`src/rtl/async_rx_queue_pkg.sv`:
```
package async_rx_queue_pkg;

    typedef enum logic [1:0] {
        PAR_NONE = 2'd0,
        PAR_EVEN = 2'd1,
        PAR_ODD  = 2'd2
    } parity_e;

    typedef enum logic [2:0] {
        RX_IDLE,
        RX_START,
        RX_DATA,
        RX_PAR,
        RX_STOP,
        RX_HOLD
    } rx_state_e;

    localparam logic [1:0]  OFS_DATA  = 2'd0;
    localparam logic [1:0]  OFS_STAT  = 2'd1;
    localparam logic [1:0]  OFS_LEVEL = 2'd2;
    localparam logic [15:0] EMPTY_READ_WORD = 16'h000F;

    // sticky error flags, LSB first: frame, parity, break, overrun, underrun
    typedef struct packed {
        logic underrun;
        logic overrun;
        logic brk;
        logic par;
        logic frame;
    } err_flags_t;

    // expected parity bit over the lowest w bits of d
    function automatic logic parity_of(input logic [8:0] d, input int unsigned w,
                                       input parity_e mode);
        logic p;
        p = 1'b0;
        for (int i = 0; i < 9; i++) begin
            if (i < w) p = p ^ d[i];
        end
        return (mode == PAR_ODD) ? ~p : p;
    endfunction

endpackage

```
`src/rtl/arq_bit_engine.sv`:
```
module arq_bit_engine
    import async_rx_queue_pkg::*;
#(
    parameter int      DATA_W      = 8,
    parameter parity_e PARITY      = PAR_EVEN,
    parameter int      OSR         = 16,
    parameter int      DIV         = 1,
    parameter int      SYNC_STAGES = 2
) (
    input  logic              clk,
    input  logic              rst,
    input  logic              rxd,
    output logic              ch_vld,
    output logic [DATA_W-1:0] ch_data,
    output logic              ch_frame,
    output logic              ch_par,
    output logic              ch_brk
);
    localparam int OSW = $clog2(OSR);
    localparam int BCW = $clog2(DATA_W + 1);
    localparam logic [OSW-1:0] OS_LAST = OSW'(OSR - 1);
    localparam logic [OSW-1:0] OS_HALF = OSW'(OSR / 2 - 1);
    localparam logic [BCW-1:0] BC_LAST = BCW'(DATA_W - 1);

    logic [SYNC_STAGES-1:0] sync_q;
    logic                   line;
    logic                   tick;

    always_ff @(posedge clk) begin
        if (rst) sync_q <= '1;
        else     sync_q <= {sync_q[SYNC_STAGES-2:0], rxd};
    end
    assign line = sync_q[SYNC_STAGES-1];

    generate
        if (DIV == 1) begin : g_tick_every
            assign tick = 1'b1;
        end else begin : g_tick_div
            localparam int DVW = $clog2(DIV);
            logic [DVW-1:0] div_q;
            always_ff @(posedge clk) begin
                if (rst)                         div_q <= '0;
                else if (div_q == DVW'(DIV - 1)) div_q <= '0;
                else                             div_q <= div_q + 1'b1;
            end
            assign tick = (div_q == DVW'(DIV - 1));
        end
    endgenerate

    rx_state_e         state;
    logic [OSW-1:0]    os_q;
    logic [BCW-1:0]    bc_q;
    logic [DATA_W-1:0] sh_q;
    logic              par_rx_q;
    logic              any_hi_q;
    logic              at_last;

    assign at_last = (os_q == OS_LAST);

    always_ff @(posedge clk) begin
        if (rst) begin
            state    <= RX_IDLE;
            os_q     <= '0;
            bc_q     <= '0;
            sh_q     <= '0;
            par_rx_q <= 1'b0;
            any_hi_q <= 1'b0;
            ch_vld   <= 1'b0;
            ch_data  <= '0;
            ch_frame <= 1'b0;
            ch_par   <= 1'b0;
            ch_brk   <= 1'b0;
        end else begin
            ch_vld <= 1'b0;
            if (tick) begin
                case (state)
                    RX_IDLE: begin
                        if (!line) begin
                            state <= RX_START;
                            os_q  <= '0;
                        end
                    end
                    RX_START: begin
                        if (os_q == OS_HALF) begin
                            os_q     <= '0;
                            bc_q     <= '0;
                            any_hi_q <= 1'b0;
                            state    <= line ? RX_IDLE : RX_DATA;
                        end else begin
                            os_q <= os_q + 1'b1;
                        end
                    end
                    RX_DATA: begin
                        if (at_last) begin
                            os_q     <= '0;
                            sh_q     <= {line, sh_q[DATA_W-1:1]};
                            any_hi_q <= any_hi_q | line;
                            if (bc_q == BC_LAST)
                                state <= (PARITY == PAR_NONE) ? RX_STOP : RX_PAR;
                            else
                                bc_q <= bc_q + 1'b1;
                        end else begin
                            os_q <= os_q + 1'b1;
                        end
                    end
                    RX_PAR: begin
                        if (at_last) begin
                            os_q     <= '0;
                            par_rx_q <= line;
                            any_hi_q <= any_hi_q | line;
                            state    <= RX_STOP;
                        end else begin
                            os_q <= os_q + 1'b1;
                        end
                    end
                    RX_STOP: begin
                        if (at_last) begin
                            os_q     <= '0;
                            ch_vld   <= 1'b1;
                            ch_data  <= sh_q;
                            ch_frame <= !line;
                            ch_brk   <= !line && !any_hi_q;
                            ch_par   <= (PARITY != PAR_NONE) &&
                                        (par_rx_q != parity_of(9'(sh_q), DATA_W, PARITY));
                            state    <= line ? RX_IDLE : RX_HOLD;
                        end else begin
                            os_q <= os_q + 1'b1;
                        end
                    end
                    RX_HOLD: begin
                        if (line) state <= RX_IDLE;
                    end
                    default: state <= RX_IDLE;
                endcase
            end
        end
    end

endmodule

```
`src/rtl/arq_fifo.sv`:
```
module arq_fifo #(
    parameter int W     = 8,
    parameter int DEPTH = 4,
    localparam int AW = $clog2(DEPTH),
    localparam int CW = AW + 1
) (
    input  logic          clk,
    input  logic          rst,
    input  logic          push,
    input  logic [W-1:0]  din,
    input  logic          pop,
    output logic [W-1:0]  dout,
    output logic [CW-1:0] cnt
);
    logic [W-1:0]  mem [DEPTH];
    logic [AW-1:0] wr_ptr, rd_ptr;
    logic          do_push, do_pop;

    assign do_push = push && (cnt != CW'(DEPTH));
    assign do_pop  = pop  && (cnt != '0);
    assign dout    = mem[rd_ptr];

    always_ff @(posedge clk) begin
        if (do_push) mem[wr_ptr] <= din;
    end

    always_ff @(posedge clk) begin
        if (rst) begin
            wr_ptr <= '0;
            rd_ptr <= '0;
            cnt    <= '0;
        end else begin
            if (do_push) wr_ptr <= wr_ptr + 1'b1;
            if (do_pop)  rd_ptr <= rd_ptr + 1'b1;
            case ({do_push, do_pop})
                2'b10:   cnt <= cnt + 1'b1;
                2'b01:   cnt <= cnt - 1'b1;
                default: cnt <= cnt;
            endcase
        end
    end

endmodule

```
`src/rtl/arq_csr.sv`:
```
module arq_csr
    import async_rx_queue_pkg::*;
#(
    parameter int DATA_W     = 8,
    parameter int DEPTH      = 4,
    parameter int AFULL_ROOM = 1,
    localparam int AW = $clog2(DEPTH),
    localparam int CW = AW + 1
) (
    input  logic              clk,
    input  logic              rst,
    input  logic [1:0]        reg_addr,
    input  logic              reg_rd,
    input  logic              reg_wr,
    input  logic [CW-1:0]     cnt,
    input  logic [DATA_W-1:0] head,
    input  logic              ch_vld,
    input  logic              ch_frame,
    input  logic              ch_par,
    input  logic              ch_brk,
    output logic              pop,
    output logic [4:0]        sticky_o,
    output logic [15:0]       reg_rdata
);
    localparam logic [CW-1:0] DEPTH_C = CW'(DEPTH);
    localparam logic [CW-1:0] ROOM_C  = CW'(AFULL_ROOM);

    err_flags_t sticky_q, events;
    logic       ready, full, afull, data_rd, clr;
    logic [7:0] status;

    assign ready   = (cnt != '0);
    assign full    = (cnt == DEPTH_C);
    assign afull   = ((DEPTH_C - cnt) <= ROOM_C);
    assign data_rd = reg_rd && (reg_addr == OFS_DATA);
    assign pop     = data_rd && ready;
    assign clr     = reg_wr && (reg_addr == OFS_STAT);

    always_comb begin
        events          = '0;
        events.underrun = data_rd && !ready;
        events.overrun  = ch_vld && full;
        events.brk      = ch_vld && ch_brk;
        events.par      = ch_vld && ch_par;
        events.frame    = ch_vld && ch_frame;
    end

    always_ff @(posedge clk) begin
        if (rst) sticky_q <= '0;
        else     sticky_q <= (clr ? err_flags_t'('0) : sticky_q) | events;
    end

    assign sticky_o = sticky_q;
    assign status   = {sticky_q, afull, full, ready};

    always_ff @(posedge clk) begin
        if (rst) begin
            reg_rdata <= '0;
        end else if (reg_rd) begin
            case (reg_addr)
                OFS_DATA:  reg_rdata <= ready ? 16'(head) : EMPTY_READ_WORD;
                OFS_STAT:  reg_rdata <= 16'(status);
                OFS_LEVEL: reg_rdata <= 16'(cnt[AW-1:0]);
                default:   reg_rdata <= '0;
            endcase
        end
    end

endmodule

```
`src/rtl/async_rx_queue.sv`:
```
module async_rx_queue
    import async_rx_queue_pkg::*;
#(
    parameter int      DATA_W     = 8,
    parameter parity_e PARITY     = PAR_EVEN,
    parameter int      OSR        = 16,
    parameter int      DIV        = 1,
    parameter int      DEPTH      = 4,
    parameter int      AFULL_ROOM = 1
) (
    input  logic        clk,
    input  logic        rst,
    input  logic        rxd,
    input  logic [1:0]  reg_addr,
    input  logic        reg_rd,
    input  logic        reg_wr,
    output logic [15:0] reg_rdata
);
    localparam int CW = $clog2(DEPTH) + 1;

    logic              ch_vld, ch_frame, ch_par, ch_brk, fifo_pop;
    logic [DATA_W-1:0] ch_data, fifo_head;
    logic [CW-1:0]     fifo_cnt;
    logic [4:0]        sticky_bits;

    arq_bit_engine #(
        .DATA_W(DATA_W), .PARITY(PARITY), .OSR(OSR), .DIV(DIV), .SYNC_STAGES(2)
    ) engine_i (
        .clk(clk), .rst(rst), .rxd(rxd),
        .ch_vld(ch_vld), .ch_data(ch_data),
        .ch_frame(ch_frame), .ch_par(ch_par), .ch_brk(ch_brk)
    );

    arq_fifo #(.W(DATA_W), .DEPTH(DEPTH)) fifo_i (
        .clk(clk), .rst(rst),
        .push(ch_vld), .din(ch_data),
        .pop(fifo_pop), .dout(fifo_head), .cnt(fifo_cnt)
    );

    arq_csr #(.DATA_W(DATA_W), .DEPTH(DEPTH), .AFULL_ROOM(AFULL_ROOM)) csr_i (
        .clk(clk), .rst(rst),
        .reg_addr(reg_addr), .reg_rd(reg_rd), .reg_wr(reg_wr),
        .cnt(fifo_cnt), .head(fifo_head),
        .ch_vld(ch_vld), .ch_frame(ch_frame), .ch_par(ch_par), .ch_brk(ch_brk),
        .pop(fifo_pop), .sticky_o(sticky_bits), .reg_rdata(reg_rdata)
    );

endmodule

```
`config.mk`:
```
export PLATFORM = sky130hd
export DESIGN_NAME = async_rx_queue
export DESIGN_NICKNAME = d
export VERILOG_FILES = /design/src/rtl/async_rx_queue_pkg.sv /design/src/rtl/arq_bit_engine.sv /design/src/rtl/arq_fifo.sv /design/src/rtl/arq_csr.sv /design/src/rtl/async_rx_queue.sv
export SDC_FILE = /design/constraint.sdc
export NUM_CORES = 1
export LEC_CHECK = 0
export BUFFER_PORTS_ARGS = -buffer_cell sky130_fd_sc_hd__buf_4
export CORE_UTILIZATION = 40
export DETAILED_ROUTE_END_ITERATION = 10
export HOLD_SLACK_MARGIN = 0.12
export SYNTH_ARGS = -nofsm -noshare
export SYNTH_HDL_FRONTEND = slang
export SYNTH_SLANG_ARGS = --single-unit
```
`constraint.sdc`:
```
create_clock -name clk -period 3.7 [get_ports clk]
set_input_delay 0.555 -clock clk [delete_from_list [all_inputs] [get_ports clk]]
set_output_delay 0.555 -clock clk [all_outputs]
set_load 0.005 [all_outputs]
```
* Yosys cells after proc, flatten, opt, wreduce, memory -nomap -nowiden
Memory sizes are Yosys's and may differ from the RTL's. A register that Yosys moved wholly into a read port is not among the register bits.
Cells that the tools add are included.
** Storage, ports and cells
- Register bits :: 63
- Memory bits (writable) :: 32
- Bits of input ports :: 7
- Output and inout port bits :: 16
- Word-level logic and storage cells :: 149
- Memories :: 1
** Memory list
- fifo_i.mem :: words 4, width 8, rd ports 1, clocked after Yosys merged registers in 1, write ports 1, line arq_fifo.sv:15 : logic [W-1:0] mem [DEPTH];
** Cells by class
- Add/sub/neg operators :: 7
- $lt $le $gt $ge :: 1
- Equal/unequal tests :: 24
- Muxes and demuxes :: 54
- Bitwise operators :: 10
- Reductions and logical operators :: 31
** Operator list (count)
- one-hot mux 16 bit (3 select lines) :: 1
- 2-to-1 mux 1 bit :: 29
- 2-to-1 mux 3 bit :: 8
- 2-to-1 mux 4 bit :: 6
- one-hot mux 3 bit (6 select lines) :: 1
- != test 2 x 1 -> 1 bit, second input constant :: 7
- one-hot mux 4 bit (3 select lines) :: 1
- logical AND 1 bit :: 11
- == test 3 bit, second input constant :: 3
- adder 4 x 1 -> 4 bit, second input constant :: 2
- == test 4 x 3 -> 1 bit, second input constant :: 2
- 2-to-1 mux 8 bit :: 1
- one-hot mux 4 bit (2 select lines) :: 1
- AND reduction 2 bit :: 4
- AND reduction 7 bit :: 1
- bitwise XOR 1 bit :: 7
- == test 3 x 2 -> 1 bit, second input constant :: 2
- 2-to-1 mux 2 bit :: 3
- one-hot mux 3 bit (2 select lines) :: 1
- nonzero test 2 bit :: 3
- nonzero test 3 bit :: 2
- 2-to-1 mux 5 bit :: 1
- bitwise OR 5 bit :: 1
- adder 2 x 1 -> 2 bit, second input constant :: 2
- other kinds (21) :: 27

* Depth between registers and ports, before layout
- Word-level depth :: 33
- Gate-level depth with buffers :: 12
- Depth with buffers taken out :: 11

* Hierarchy
Synthesis repeated with hierarchy kept, for this count alone.
** Unflattened totals
- Cells, all modules :: 370
- Area total of the unflattened synthesis :: 3961.3 um^2
** By module, submodules not included
- arq_fifo :: instances 1, cells an instance 92, area an instance 1651.6 um^2, seq. area each 1141.1 um^2
- arq_bit_engine :: instances 1, cells an instance 197, area an instance 1599.0 um^2, seq. area each 700.7 um^2
- arq_csr :: instances 1, cells an instance 81, area an instance 710.7 um^2, seq. area each 260.2 um^2

* Worst setup path after synthesis
OpenSTA, ideal clock, no wires.
- Path kind :: reg-to-reg
- Start point :: register fifo_i.cnt[0]
- End point :: register fifo_i.cnt[2]
- Setup time :: 0.070 ns
- Data arrival time :: 2.578 ns
- Required time :: 3.630 ns
- Slack :: 1.051 ns
- Stages on the path, launching flop included :: 11
- Buffers on the path :: 0
- Period minus slack after synthesis :: 2.649 ns
- Cell sequence :: dfxtp_1 inv_1 ha_1 ha_1 nor3b_2 ha_1 inv_1 fa_1 xor2_1 or3_1 a21oi_1
** On the way
- Cells in the longest elaborated chain, start to end :: 5
- Elaborated cells between the ends (all ways) :: 11
- Classes of those cells :: add/sub (2); eq/ne (3); mux (1); reduce/logical (5)
** Ends and longest elaborated chain
- from (decl) :: line arq_fifo.sv:13 : output logic [CW-1:0] cnt
- from (signal assigned) :: line arq_fifo.sv:36 : 2'b10: cnt <= cnt + 1'b1;
- from (signal assigned) :: line arq_fifo.sv:37 : 2'b01: cnt <= cnt - 1'b1;
- from (signal assigned) :: line arq_fifo.sv:38 : default: cnt <= cnt;
- nonzero test 3 bit :: line arq_fifo.sv:20, arq_csr.sv:32
- logical AND 1 bit :: line arq_csr.sv:36 : assign pop = data_rd && ready;
- logical AND 1 bit :: line arq_fifo.sv:20 : assign do_pop = pop && (cnt != '0);
- == test 2 x 1 -> 1 bit / == test 2 bit (equally long branches) :: line arq_fifo.sv:35 : case ({do_push, do_pop})
- one-hot mux 3 bit (2 select lines) / nonzero test 2 bit (equally long branches)
Parallel ways exist; a longest one is shown, timed or not.
A chain may end at the register's enable or synchronous reset.

* Worst setup path after layout
Ends and elaborated chain as after synthesis.

==> summary.txt <==
Routing
  – Per-cell via count in the routed design: 5.06
  – DRT Wirelength: 6.96 mm
  – Post-DR wirelength/cell: 13.8 µm
  – Pre-antenna DRT Iters: 4
  – Post-detailed-route DRC marker count: 0
  – Antenna Nets Post-Route: 0
  – Total number of vias: 2552
  – Iter 0 DRT Violations: 109

Yosys
  – Leading register cell type out of synthesis: dfxtp_1
  – Number of register bits inferred by synthesis: 89
  – Fraction of post-synthesis cell area in the top cell type by area: 29.6%
  – Async set or reset register ratio after synthesis: 0%
  – Number of enable flip-flop cells after synthesis: 32
  – Portion of the post-synthesis area used by sequential elements: 54.5%
  – Dominant cell type by area after synthesis: dfxtp_1
  – Warnings from Yosys: 0
  – Post-synthesis cell count: 364
  – Mean post-synth cell area: 10.6 µm²
  – Cell area after synthesis: 0.00386 mm²
  – Number of distinct standard cells referenced by the synthesized netlist: 49
  – Dominant cells by area after synthesis: dfxtp_1 30%, edfxtp_1 25%, nor2_1 4.9%

STA
  – Time the final worst path needs with I/O delays and setup: 2.92 ns
  – Final Max Tran Viols: 0
  – Fmax achieved: 342 MHz
  – Setup TNS after final layout: 0 ns
  – Setup repair after global routing missed its margin: no
  – Final hold violation count: 0
  – Slew at the pin with the worst max-slew slack: 0.763 ns
  – Post-Route Skew: 0.00959 ns
  – Headroom to the max-slew limit: 49.0%
  – Post-route fraction of the period consumed by the critical path: 79.0%
  – Total setup violations reported at the end of the flow: 0

Setup path
  – Required time worst endpoint: 3.98 ns
  – R2R Path Start: fifo_i.cnt[0]$_SDFFE_PP0P_
  – Type of the setup path with the least slack: flip-flop to flip-flop
  – Startpoint Class: flip-flop
  – Count of cells along the worst register-to-register path: 10
  – Worst EP arrival: 3.21 ns
  – Maximum fanout along the worst path: 7
  – R2r endpoint: fifo_i.cnt[2]$_SDFFE_PP0P_
  – Setup crit end: fifo_i.cnt[2]$_SDFFE_PP0P_
  – Slack of the worst reg-to-reg path: 0.78 ns
  – CP startpoint: fifo_i.cnt[0]$_SDFFE_PP0P_
  – Crit end category: flip-flop

Pwr
  – Leakage power: 1.57 nW
  – Total power density per cell area: 435 mW/mm²
  – Maximum ir drop on the vdd rail: 194 µV

Finish
  – Fraction of layout instances using a drive strength above 1: 9.07%
  – Antenna diode instance count: 0
  – Area Overhead vs Synth: 10.0%
  – Most common library cell in the layout ignoring fill and taps: dfxtp_1
  – Most used cells in the layout excluding fill and tap cells: 57 x dfxtp_1, 50 x nor2_1, 42 x nand2_1, 33 x a21oi_1, 32 x edfxtp_1
  – Nets@finish: 389
  – Final std cells w/o fill: 504

Placement
  – Port-buffer cells: 14
  – Number of placed instances, taps included: 488
  – Final HPWL from detailed placement: 4.81 mm
  – Routability cong.: 0.814

Clock tree
  – Clock network latency to the later pin of the worst-skew pair: 0.35 ns
  – CTS resizes: 0
  – Number of sinks on the clock net: 89
  – Register clock-pin slew on the reported worst setup and hold paths: 0.09 ns
  – Cell chosen for the clock root: clkbuf_8
  – CTS tree: built
  – Hold-fix buffers, CTS: 0
  – Deepest level of the CTS H-tree: 3
  – Number of buffers created by CTS: 9
  – Worst-case clock buffer depth: 2
  – Postcts setup bufs: 0

Die
  – Initial core utilization: 41.6%
  – Die span in y: 100 µm
  – Floorplan core area: 0.00928 mm²
  – # IOs: 23
  – FP Rows: 35
  – Die outline width: 100 µm
  – Full die area: 0.0100 mm²

Global routing
  – Global Route Usage Sum: 15.6%
  – Pin count of the biggest net entering global routing: 57
  – Final global-route overflow total: 0
  – Initial antenna violation count: 0
  – Wire length of the first global-routing pass: 11.9 mm
  – Via count of the first global-routing pass: 2466

Hold path
  – Type of the most critical hold path: primary input to flip-flop

Status
  – Result of the run: completed

Job
  – Number of max-cap violations: 0
[logic make-up after synthesis]
family	count (synthesis)	synth area share, %
and+or+nand+nor	132	16.0
muxes	18	7.94
adders and majority gates	12	4.09
DFF	89	54.5
other	1	0.0972
AOI/OAI and AO/OA	64	9.76
xor gates and xnor gates	12	3.08
buffers and inverters	36	4.60
[layout make-up]
type                       instances  area (µm²)
clock buffer                      10         128
clock inverter                     6         106
fill                             917        5040
inverter                          10        37.5
multi-input combinational        246        1610
sequential                        89        2100
tap                              129         161
timing repair buffer              14         105
[stage by stage]
stage / area (µm²) / utilization [%] / hold WS, ns / worst slack [ns] / power, mW
CTS: 4250 / 45.7 / 0.361 / 0.767 / 1.87
finish: 4250 / 45.7 / 0.380 / 0.777 / 1.85
detailed placement: 4010 / 43.2 / 0.399 / 0.794 / 1.09
global placement: 4010 / 43.2 / 0.394 / 0.883 / 1.09
global route: 4250 / 45.7 / 0.363 / 0.526 / 1.91
floorplan: 3880 / - / 0.389 / 1.05 / 1.08
[cell usage after synthesis, types with 5 or more instances]
library cell  count
o21ai_0          11
inv_1            10
a21oi_1          33
ha_1             11
mux2i_1          10
nor2b_1           5
clkbuf_1         13
and2_1            5
nand3_1           6
nor2_1           50
buf_4             8
edfxtp_1         32
mux4_1            7
xnor2_1           7
nand2_1          42
dfxtp_1          57
[critical path: stages, from the launching register on]
cell and delay [ns]:
dfxtp_1 0.39, inv_1 0.11, ha_1 0.24, ha_1 0.29, nor3b_2 0.46, ha_1 0.27, inv_1 0.07, fa_1 0.43
xor2_1 0.16, or3_1 0.31, a21oi_1 0.14
[per-layer routing]
layer / part of all wire [%] / up-vias / global-route usage [%]
met3: 2.6 / 13 / 2.79
met2: 46 / 38 / 25.2
met4: 3.0 / 0 / 9.48
met5: 0 / - / 0
li1: - / 1274 / -
met1: 48 / 1227 / 19.4
[report_power, final]
group          internal [mW]  total [mW]  leakage, nW  switching (mW)
Sequential              1.01        1.02        0.757         0.00531
Combinational         0.0204      0.0503        0.700          0.0298
Clock                  0.446       0.780        0.116           0.334
Total                   1.48        1.85         1.57           0.369
[registers in the layout (all words and copies together), names as in the netlist, 2 cells and up, named ones only]
signal / count
csr_i.reg_rdata: 8
csr_i.sticky_o: 5
engine_i.bc_q: 4
engine_i.ch_data: 8
engine_i.os_q: 4
engine_i.sh_q: 8
engine_i.state: 3
engine_i.sync_q: 2
fifo_i.cnt: 3
fifo_i.mem: 32
fifo_i.rd_ptr: 2
fifo_i.wr_ptr: 2
[how the worst min path moves through the flow]
stage,from,endpoint,slack [ns],cells after the start
floorplan,engine_i.sync_q[0]$_SDFF_PP1_,engine_i.sync_q[1]$_SDFF_PP1_,0.39,1
global placement,engine_i.sync_q[0]$_SDFF_PP1_,engine_i.sync_q[1]$_SDFF_PP1_,0.39,1
detailed placement,engine_i.sync_q[0]$_SDFF_PP1_,engine_i.sync_q[1]$_SDFF_PP1_,0.40,1
CTS,rxd,engine_i.sync_q[0]$_SDFF_PP1_,0.36,2
global route,rxd,engine_i.sync_q[0]$_SDFF_PP1_,0.36,2
finish,rxd,engine_i.sync_q[0]$_SDFF_PP1_,0.38,2
(Power assumes the default switching activity.)
